==> config.mk <==
export PLATFORM = sky130hd
export DESIGN_NAME = dsk_frame_rx
export DESIGN_NICKNAME = d
export VERILOG_FILES = /design/src/rtl/dsk_pkg.sv /design/src/rtl/dsk_frame_sync.sv /design/src/rtl/dsk_lane_delay.sv /design/src/rtl/dsk_lane_compare.sv /design/src/rtl/dsk_frame_rx.sv
export SDC_FILE = /design/constraint.sdc
export NUM_CORES = 1
export LEC_CHECK = 0
export BUFFER_PORTS_ARGS = -buffer_cell sky130_fd_sc_hd__buf_4
export CORE_MARGIN = 3
export CORE_UTILIZATION = 50
export DETAILED_ROUTE_END_ITERATION = 16
export GPL_TIMING_DRIVEN = 0
export HOLD_SLACK_MARGIN = 0.03
export PLACE_DENSITY_LB_ADDON = 0.3
export SYNTH_ARGS = -nofsm -noshare
export SYNTH_HDL_FRONTEND = slang
export SYNTH_SLANG_ARGS = --single-unit
==> constraint.sdc <==
create_clock -name clk -period 5.2 [get_ports clk]
set_input_delay 0 -clock clk [delete_from_list [all_inputs] [get_ports clk]]
set_output_delay 0 -clock clk [all_outputs]
set_load 0.03 [all_outputs]
==> src/rtl/dsk_pkg.sv <==
package dsk_pkg;

    typedef enum logic [1:0] {
        ST_HUNT   = 2'd0,
        ST_VERIFY = 2'd1,
        ST_LOCKED = 2'd2,
        ST_COAST  = 2'd3
    } sync_state_t;

    localparam logic [7:0] MARK_A = 8'hF6;
    localparam logic [7:0] MARK_B = 8'h28;
    localparam logic [7:0] MARK_X = 8'hAA;

    localparam int MARK_A_LEN = 2;
    localparam int MARK_B_LEN = 2;
    localparam int MARK_X_LEN = 4;
    localparam int TRAILER_LEN = MARK_A_LEN + MARK_B_LEN + MARK_X_LEN;

    // expected byte at position pos (0 = oldest) of the framing trailer
    function automatic logic [7:0] trailer_byte(input int pos);
        if (pos < MARK_A_LEN)
            return MARK_A;
        else if (pos < MARK_A_LEN + MARK_B_LEN)
            return MARK_B;
        else
            return MARK_X;
    endfunction

endpackage

==> src/rtl/dsk_frame_sync.sv <==
module dsk_frame_sync
    import dsk_pkg::*;
#(
    parameter int BYTE_W         = 8,
    parameter int LANES          = 16,
    parameter int GROUP          = 8,
    parameter int CONFIRM_FRAMES = 2,
    parameter int LOSS_FRAMES    = 4,
    localparam int FRAME_LEN     = LANES * GROUP + TRAILER_LEN,
    localparam int SLOT_W        = $clog2(FRAME_LEN),
    localparam int CNT_W         = $clog2(CONFIRM_FRAMES + LOSS_FRAMES + 1)
) (
    input  logic              clk,
    input  logic              rst,
    input  logic [BYTE_W-1:0] dsk_byte,
    output logic [SLOT_W-1:0] slot,
    output logic              in_lock,
    output logic              frame_start
);

    localparam int WIN_W = TRAILER_LEN * BYTE_W;

    sync_state_t       state;
    sync_state_t       nxt;
    logic [WIN_W-1:0]  win;
    logic [WIN_W-1:0]  pattern;
    logic [WIN_W-1:0]  cand;
    logic              hdr_match;
    logic              at_end;
    logic [CNT_W-1:0]  good_cnt;
    logic [CNT_W-1:0]  miss_cnt;

    // framing pattern, oldest byte in the most significant position
    always_comb begin
        pattern = '0;
        for (int i = 0; i < TRAILER_LEN; i++)
            pattern[(TRAILER_LEN-1-i)*BYTE_W +: BYTE_W] = BYTE_W'(trailer_byte(i));
    end

    assign cand      = {win[WIN_W-BYTE_W-1:0], dsk_byte};
    assign hdr_match = (cand == pattern);
    assign at_end    = (slot == SLOT_W'(FRAME_LEN - 1));

    // history of the last deskew bytes
    always_ff @(posedge clk) begin
        if (rst)
            win <= '0;
        else
            win <= cand;
    end

    // state register
    always_ff @(posedge clk) begin
        if (rst)
            state <= ST_HUNT;
        else
            state <= nxt;
    end

    // next-state logic
    always_comb begin
        nxt = state;
        unique case (state)
            ST_HUNT: begin
                if (hdr_match)
                    nxt = (CONFIRM_FRAMES <= 1) ? ST_LOCKED : ST_VERIFY;
            end
            ST_VERIFY: begin
                if (at_end) begin
                    if (!hdr_match)
                        nxt = ST_HUNT;
                    else if (int'(good_cnt) + 1 >= CONFIRM_FRAMES)
                        nxt = ST_LOCKED;
                end
            end
            ST_LOCKED: begin
                if (at_end && !hdr_match)
                    nxt = (LOSS_FRAMES <= 1) ? ST_HUNT : ST_COAST;
            end
            ST_COAST: begin
                if (at_end) begin
                    if (hdr_match)
                        nxt = ST_LOCKED;
                    else if (int'(miss_cnt) + 1 >= LOSS_FRAMES)
                        nxt = ST_HUNT;
                end
            end
            default: nxt = ST_HUNT;
        endcase
    end

    // slot counter and frame counters
    always_ff @(posedge clk) begin
        if (rst) begin
            slot     <= '0;
            good_cnt <= '0;
            miss_cnt <= '0;
        end else begin
            unique case (state)
                ST_HUNT: begin
                    slot     <= '0;
                    good_cnt <= CNT_W'(1);
                    miss_cnt <= '0;
                end
                ST_VERIFY: begin
                    slot <= at_end ? '0 : slot + SLOT_W'(1);
                    if (at_end && hdr_match)
                        good_cnt <= good_cnt + CNT_W'(1);
                    miss_cnt <= '0;
                end
                ST_LOCKED: begin
                    slot <= at_end ? '0 : slot + SLOT_W'(1);
                    if (at_end)
                        miss_cnt <= hdr_match ? '0 : CNT_W'(1);
                end
                ST_COAST: begin
                    slot <= at_end ? '0 : slot + SLOT_W'(1);
                    if (at_end)
                        miss_cnt <= hdr_match ? '0 : miss_cnt + CNT_W'(1);
                end
                default: slot <= '0;
            endcase
        end
    end

    // outputs
    always_comb begin
        in_lock     = (state == ST_LOCKED) || (state == ST_COAST);
        frame_start = in_lock && (slot == '0);
    end

endmodule

==> src/rtl/dsk_lane_delay.sv <==
module dsk_lane_delay #(
    parameter int BYTE_W = 8,
    parameter int LANES  = 16,
    parameter int LAG    = 1,
    localparam int BUS_W = BYTE_W * LANES
) (
    input  logic             clk,
    input  logic             rst,
    input  logic [BUS_W-1:0] lanes_in,
    output logic [BUS_W-1:0] lanes_out
);

    generate
        if (LAG == 0) begin : g_direct
            assign lanes_out = lanes_in;
        end else begin : g_pipe
            logic [BUS_W-1:0] stage [LAG];
            for (genvar k = 0; k < LAG; k++) begin : g_stage
                always_ff @(posedge clk) begin
                    if (rst)
                        stage[k] <= '0;
                    else if (k == 0)
                        stage[k] <= lanes_in;
                    else
                        stage[k] <= stage[(k == 0) ? 0 : k-1];
                end
            end
            assign lanes_out = stage[LAG-1];
        end
    endgenerate

endmodule

==> src/rtl/dsk_lane_compare.sv <==
module dsk_lane_compare #(
    parameter int BYTE_W = 8,
    parameter int LANES  = 16,
    parameter int GROUP  = 8,
    parameter int SLOT_W = 8,
    localparam int LANE_W = $clog2(LANES),
    localparam int BUS_W  = BYTE_W * LANES
) (
    input  logic              clk,
    input  logic              rst,
    input  logic              active,
    input  logic [SLOT_W-1:0] slot,
    input  logic [BYTE_W-1:0] dsk_byte,
    input  logic [BUS_W-1:0]  lanes_dly,
    output logic [LANE_W-1:0] lane_idx,
    output logic              lane_idx_vld,
    output logic [LANES-1:0]  mismatch
);

    logic              copy_slot;
    logic              grp_last;
    logic [LANE_W-1:0] lane_raw;
    logic [BYTE_W-1:0] ref_byte;
    logic              diff;
    logic              acc;

    // slot decode: group g carries lane LANES-1-g
    always_comb begin
        int g;
        int ofs;
        g         = int'(slot) / GROUP;
        ofs       = int'(slot) % GROUP;
        copy_slot = int'(slot) < LANES * GROUP;
        grp_last  = (ofs == GROUP - 1);
        lane_raw  = LANE_W'(LANES - 1 - g);
    end

    assign lane_idx_vld = active && copy_slot;
    assign lane_idx     = lane_idx_vld ? lane_raw : '0;
    assign ref_byte     = lanes_dly[lane_raw*BYTE_W +: BYTE_W];
    assign diff         = (dsk_byte != ref_byte);

    // running miscompare flag inside the current group
    always_ff @(posedge clk) begin
        if (rst || !lane_idx_vld)
            acc <= 1'b0;
        else
            acc <= grp_last ? 1'b0 : (acc | diff);
    end

    generate
        for (genvar l = 0; l < LANES; l++) begin : g_lane
            always_ff @(posedge clk) begin
                if (rst)
                    mismatch[l] <= 1'b0;
                else if (lane_idx_vld && grp_last && (lane_raw == LANE_W'(l)))
                    mismatch[l] <= acc | diff;
            end
        end
    endgenerate

endmodule

==> src/rtl/dsk_frame_rx.sv <==
module dsk_frame_rx #(
    parameter int BYTE_W         = 8,
    parameter int LANES          = 16,
    parameter int GROUP          = 8,
    parameter int COPY_LAG       = 1,
    parameter int CONFIRM_FRAMES = 2,
    parameter int LOSS_FRAMES    = 4,
    localparam int LANE_W        = $clog2(LANES),
    localparam int BUS_W         = BYTE_W * LANES,
    localparam int FRAME_LEN     = LANES * GROUP + dsk_pkg::TRAILER_LEN,
    localparam int SLOT_W        = $clog2(FRAME_LEN)
) (
    input  logic              clk,
    input  logic              rst,
    input  logic [BUS_W-1:0]  lane_bytes,
    input  logic [BYTE_W-1:0] dsk_byte,
    output logic              locked,
    output logic              frame_start,
    output logic [LANE_W-1:0] lane_idx,
    output logic              lane_idx_vld,
    output logic [LANES-1:0]  mismatch
);

    logic [SLOT_W-1:0] slot;
    logic [BUS_W-1:0]  lanes_dly;

    dsk_frame_sync #(
        .BYTE_W         (BYTE_W),
        .LANES          (LANES),
        .GROUP          (GROUP),
        .CONFIRM_FRAMES (CONFIRM_FRAMES),
        .LOSS_FRAMES    (LOSS_FRAMES)
    ) u_sync (
        .clk         (clk),
        .rst         (rst),
        .dsk_byte    (dsk_byte),
        .slot        (slot),
        .in_lock     (locked),
        .frame_start (frame_start)
    );

    dsk_lane_delay #(
        .BYTE_W (BYTE_W),
        .LANES  (LANES),
        .LAG    (COPY_LAG)
    ) u_delay (
        .clk       (clk),
        .rst       (rst),
        .lanes_in  (lane_bytes),
        .lanes_out (lanes_dly)
    );

    dsk_lane_compare #(
        .BYTE_W (BYTE_W),
        .LANES  (LANES),
        .GROUP  (GROUP),
        .SLOT_W (SLOT_W)
    ) u_cmp (
        .clk          (clk),
        .rst          (rst),
        .active       (locked),
        .slot         (slot),
        .dsk_byte     (dsk_byte),
        .lanes_dly    (lanes_dly),
        .lane_idx     (lane_idx),
        .lane_idx_vld (lane_idx_vld),
        .mismatch     (mismatch)
    );

endmodule

==> results.ini <==
[run_status]
status = finished, final reports clean

[power]
power.total_w = 0.00350
ir_worst_vdd_mv = 0.234
pwr_density_cell_nw_per_um2 = 313
p_leak_nw = 4.45

[route]
drtPass1Iterations = 5
drtIter0Drc = 428
via_per_inst = 5.33
wire_per_inst_um = 20.0
vias = 6377
wl_um = 23900
ant_nets = 0
drc = 0

[setup_path]
worstSetupPathType = reg -> reg
startpoint = u_sync.slot[4]
crit_path_max_fanout = 10
r2r_start = u_sync.slot[4]
cp.arrival_ns = 3.56
worst_setup_path_end_kind = flop
critPathLaunchType = flop
cp.required_ns = 5.52

[synth]
synth.distinct_cells = 41
ys.warnings.count = 0
syn_area_um2 = 7750
syn_nets = 824
ys_seq_elements = 217
synth_top_area_share = 0.560
yosys-top-cells-area = dfxtp_1, nor2b_1, mux4_2
syn-instance-count = 680
yosysSeqAreaShare = 0.560
avgSynthCellArea_um2 = 11.4
netlist.top_cell.by_area = dfxtp_1

[global_routing]
grt_pass1_vias = 6985
grt_util_all_layers = 0.283
grt_max_degree = 15
gr-total-overflow = 0
grt_pass1_wl_um = 36800
grt_antenna_before_repair = 0

[timing]
rsz0062_at_grt = no
fin_crit_sh = 0.624
skew_ns = 0.00880
max_freq_mhz = 308
slew_violations = 0
fin_setup_tns_ns = 0
finalSetupViolCount = 0
worst_pin_slew_ns = 1.31
fin_crit_ns = 3.24
maxSlewHeadroom = 0.121
hold_violations = 0
hold_ws_ns = 0.0400

[floorplanning]
dieArea_um2 = 17000
fp-row-count = 44
core-area_um2 = 14900
die_h_um = 131
ios = 161
initial_core_util = 0.522
dieWidth_um = 131

[flow_run]
maxCapViolations = 0

[hold_path]
hold_start = rst
hold_class = in -> reg

[layout]
drive_gt1_frac = 0.230
fin_nets = 1142
syn_to_final_growth_pct = 44.4
nFillCells = 887
fin_util = 0.753
final_cells = 1197

[clocking]
clock_sinks = 217
htreeDepth = 1
postCtsHoldBufs = 136
cts_buffers = 21
cts_resized = 0
cts_tree = yes
root_buffer = clkbuf_16
clk_pin_slew_ns = 0.06
clk_path_buf_depth = 3
clk_latency_ns = 0.49
cts_setup_buffers = 0

[place]
dp.cells = 1023
hpwl_um = 14200
place_congestion = 0.816
io_buffers = 159

## metrics by stage
step / cell area [µm²] / worst slack (ns)
CTS: 11200 / 1.97
global placement: 9180 / 2.12
detailed placement: 9180 / 2.04
floorplan: 7750 / 2.82
finish: 11200 / 1.96
global route: 11200 / 1.77
## routing by layer
layer | track usage | up-vias | part of all wire
met2 | 0.504 | 283 | 0.51
met1 | 0.329 | 3064 | 0.39
li1 | - | 2959 | -
met5 | 0 | - | 0
met4 | 0.119 | 0 | 0.036
met3 | 0.0606 | 71 | 0.066
## flip-flops by register name, summed over array words and instances, names as in the netlist, named ones only
signal,cells
u_sync.state,1
u_sync.good_cnt,3
u_sync.win,56
u_cmp.mismatch,16
u_delay.g_pipe.stage,128
u_sync.miss_cnt,3
u_cmp.acc,1
u_sync.slot,8
## final cells by class
class	count	area (µm²)	share of cell area
clock inverter	7	62.6	0.00559
tap	184	230	0.0206
timing repair buffer	295	2550	0.228
multi-input combinational	406	3170	0.283
inverter	9	33.8	0.00302
antenna	2	5.00	0.000447
buffer	48	209	0.0187
sequential	217	4340	0.388
clock buffer	29	586	0.0523
## final timing paths
kind         slack (ns)  depth (start not counted)                          end
min reg2reg        0.45                          1               u_sync.win[50]
min                0.04                          2  u_delay.g_pipe.stage[0][84]
max reg2reg        1.96                         10           u_cmp.mismatch[15]
max                1.96                         10           u_cmp.mismatch[15]
## cell usage after synthesis
cell type and number:
nor4_4 1, nand3b_1 2, nand3_1 11, and2_1 2
nand2b_1 2, or3_1 2, o2111ai_1 1, and4b_1 4
a21oi_1 25, nor4b_1 5, nand2_1 17, o21ai_0 8
buf_6 2, nor2b_1 190, o211ai_1 1, ha_1 6
mux4_2 30, a22oi_1 2, nand4b_1 1, nand4_1 7
inv_1 9, nor4bb_1 6, a21o_1 1, o21a_1 1
xnor2_1 8, a221oi_1 1, nor2_1 18, clkbuf_1 34
nor3_1 2, a311oi_1 17, and4_1 2, nor3b_1 1
dfxtp_1 217, xor2_1 4, nor4_1 5, buf_4 1
nor4_2 1, mux2i_1 21, buf_2 8, and3_1 1
buf_1 3
## cells by family after synthesis
family / count (synthesis) / synth area share
and+or+nand+nor: 280 / 0.223
AOI/OAI and AO/OA: 57 / 0.0476
DFF: 217 / 0.560
adders and majority gates: 6 / 0.00968
buffers and inverters: 57 / 0.0313
muxes: 51 / 0.114
xor gates and xnor gates: 12 / 0.0136
## worst max-delay path: stages, from the launching register on
cell	delay, ns
dfxtp_1	0.33
buf_4	0.24
buf_2	0.38
mux4_2	0.39
mux2i_1	0.31
mux2i_1	0.15
xnor2_1	0.18
nand4_1	0.18
nor4_4	0.58
buf_6	0.22
a311oi_1	0.10
## power by group
group | switching, W | internal (W) | total, W
combinational | 0.000116 | 0.000191 | 0.000307
sequential | 0.0000216 | 0.00173 | 0.00175
clock | 0.000614 | 0.000835 | 0.00145
total | 0.000752 | 0.00275 | 0.00350
## cell usage in the layout (no fill, tap or decap), types with 3 or more instances in the layout
| cell | instances |
|---|---|
| nand4_1 | 7 |
| buf_4 | 160 |
| xnor2_1 | 8 |
| clkbuf_16 | 21 |
| clkbuf_1 | 39 |
| nor4b_1 | 5 |
| mux4_2 | 30 |
| a311oi_1 | 17 |
| nor2_1 | 18 |
| inv_1 | 9 |
| buf_2 | 8 |
| nor4_1 | 5 |
| ha_1 | 6 |
| dlygate4sd3_1 | 136 |
| buf_1 | 3 |
| dfxtp_1 | 217 |
| and4b_1 | 4 |
| nand3_1 | 11 |
| nor4bb_1 | 6 |
| nand2_1 | 17 |
| nor2b_1 | 190 |
| a21oi_1 | 25 |
| clkbuf_8 | 3 |
| mux2i_1 | 21 |
| clkinv_2 | 5 |
| o21ai_0 | 8 |
| xor2_1 | 4 |
(Power assumes the default switching activity.)
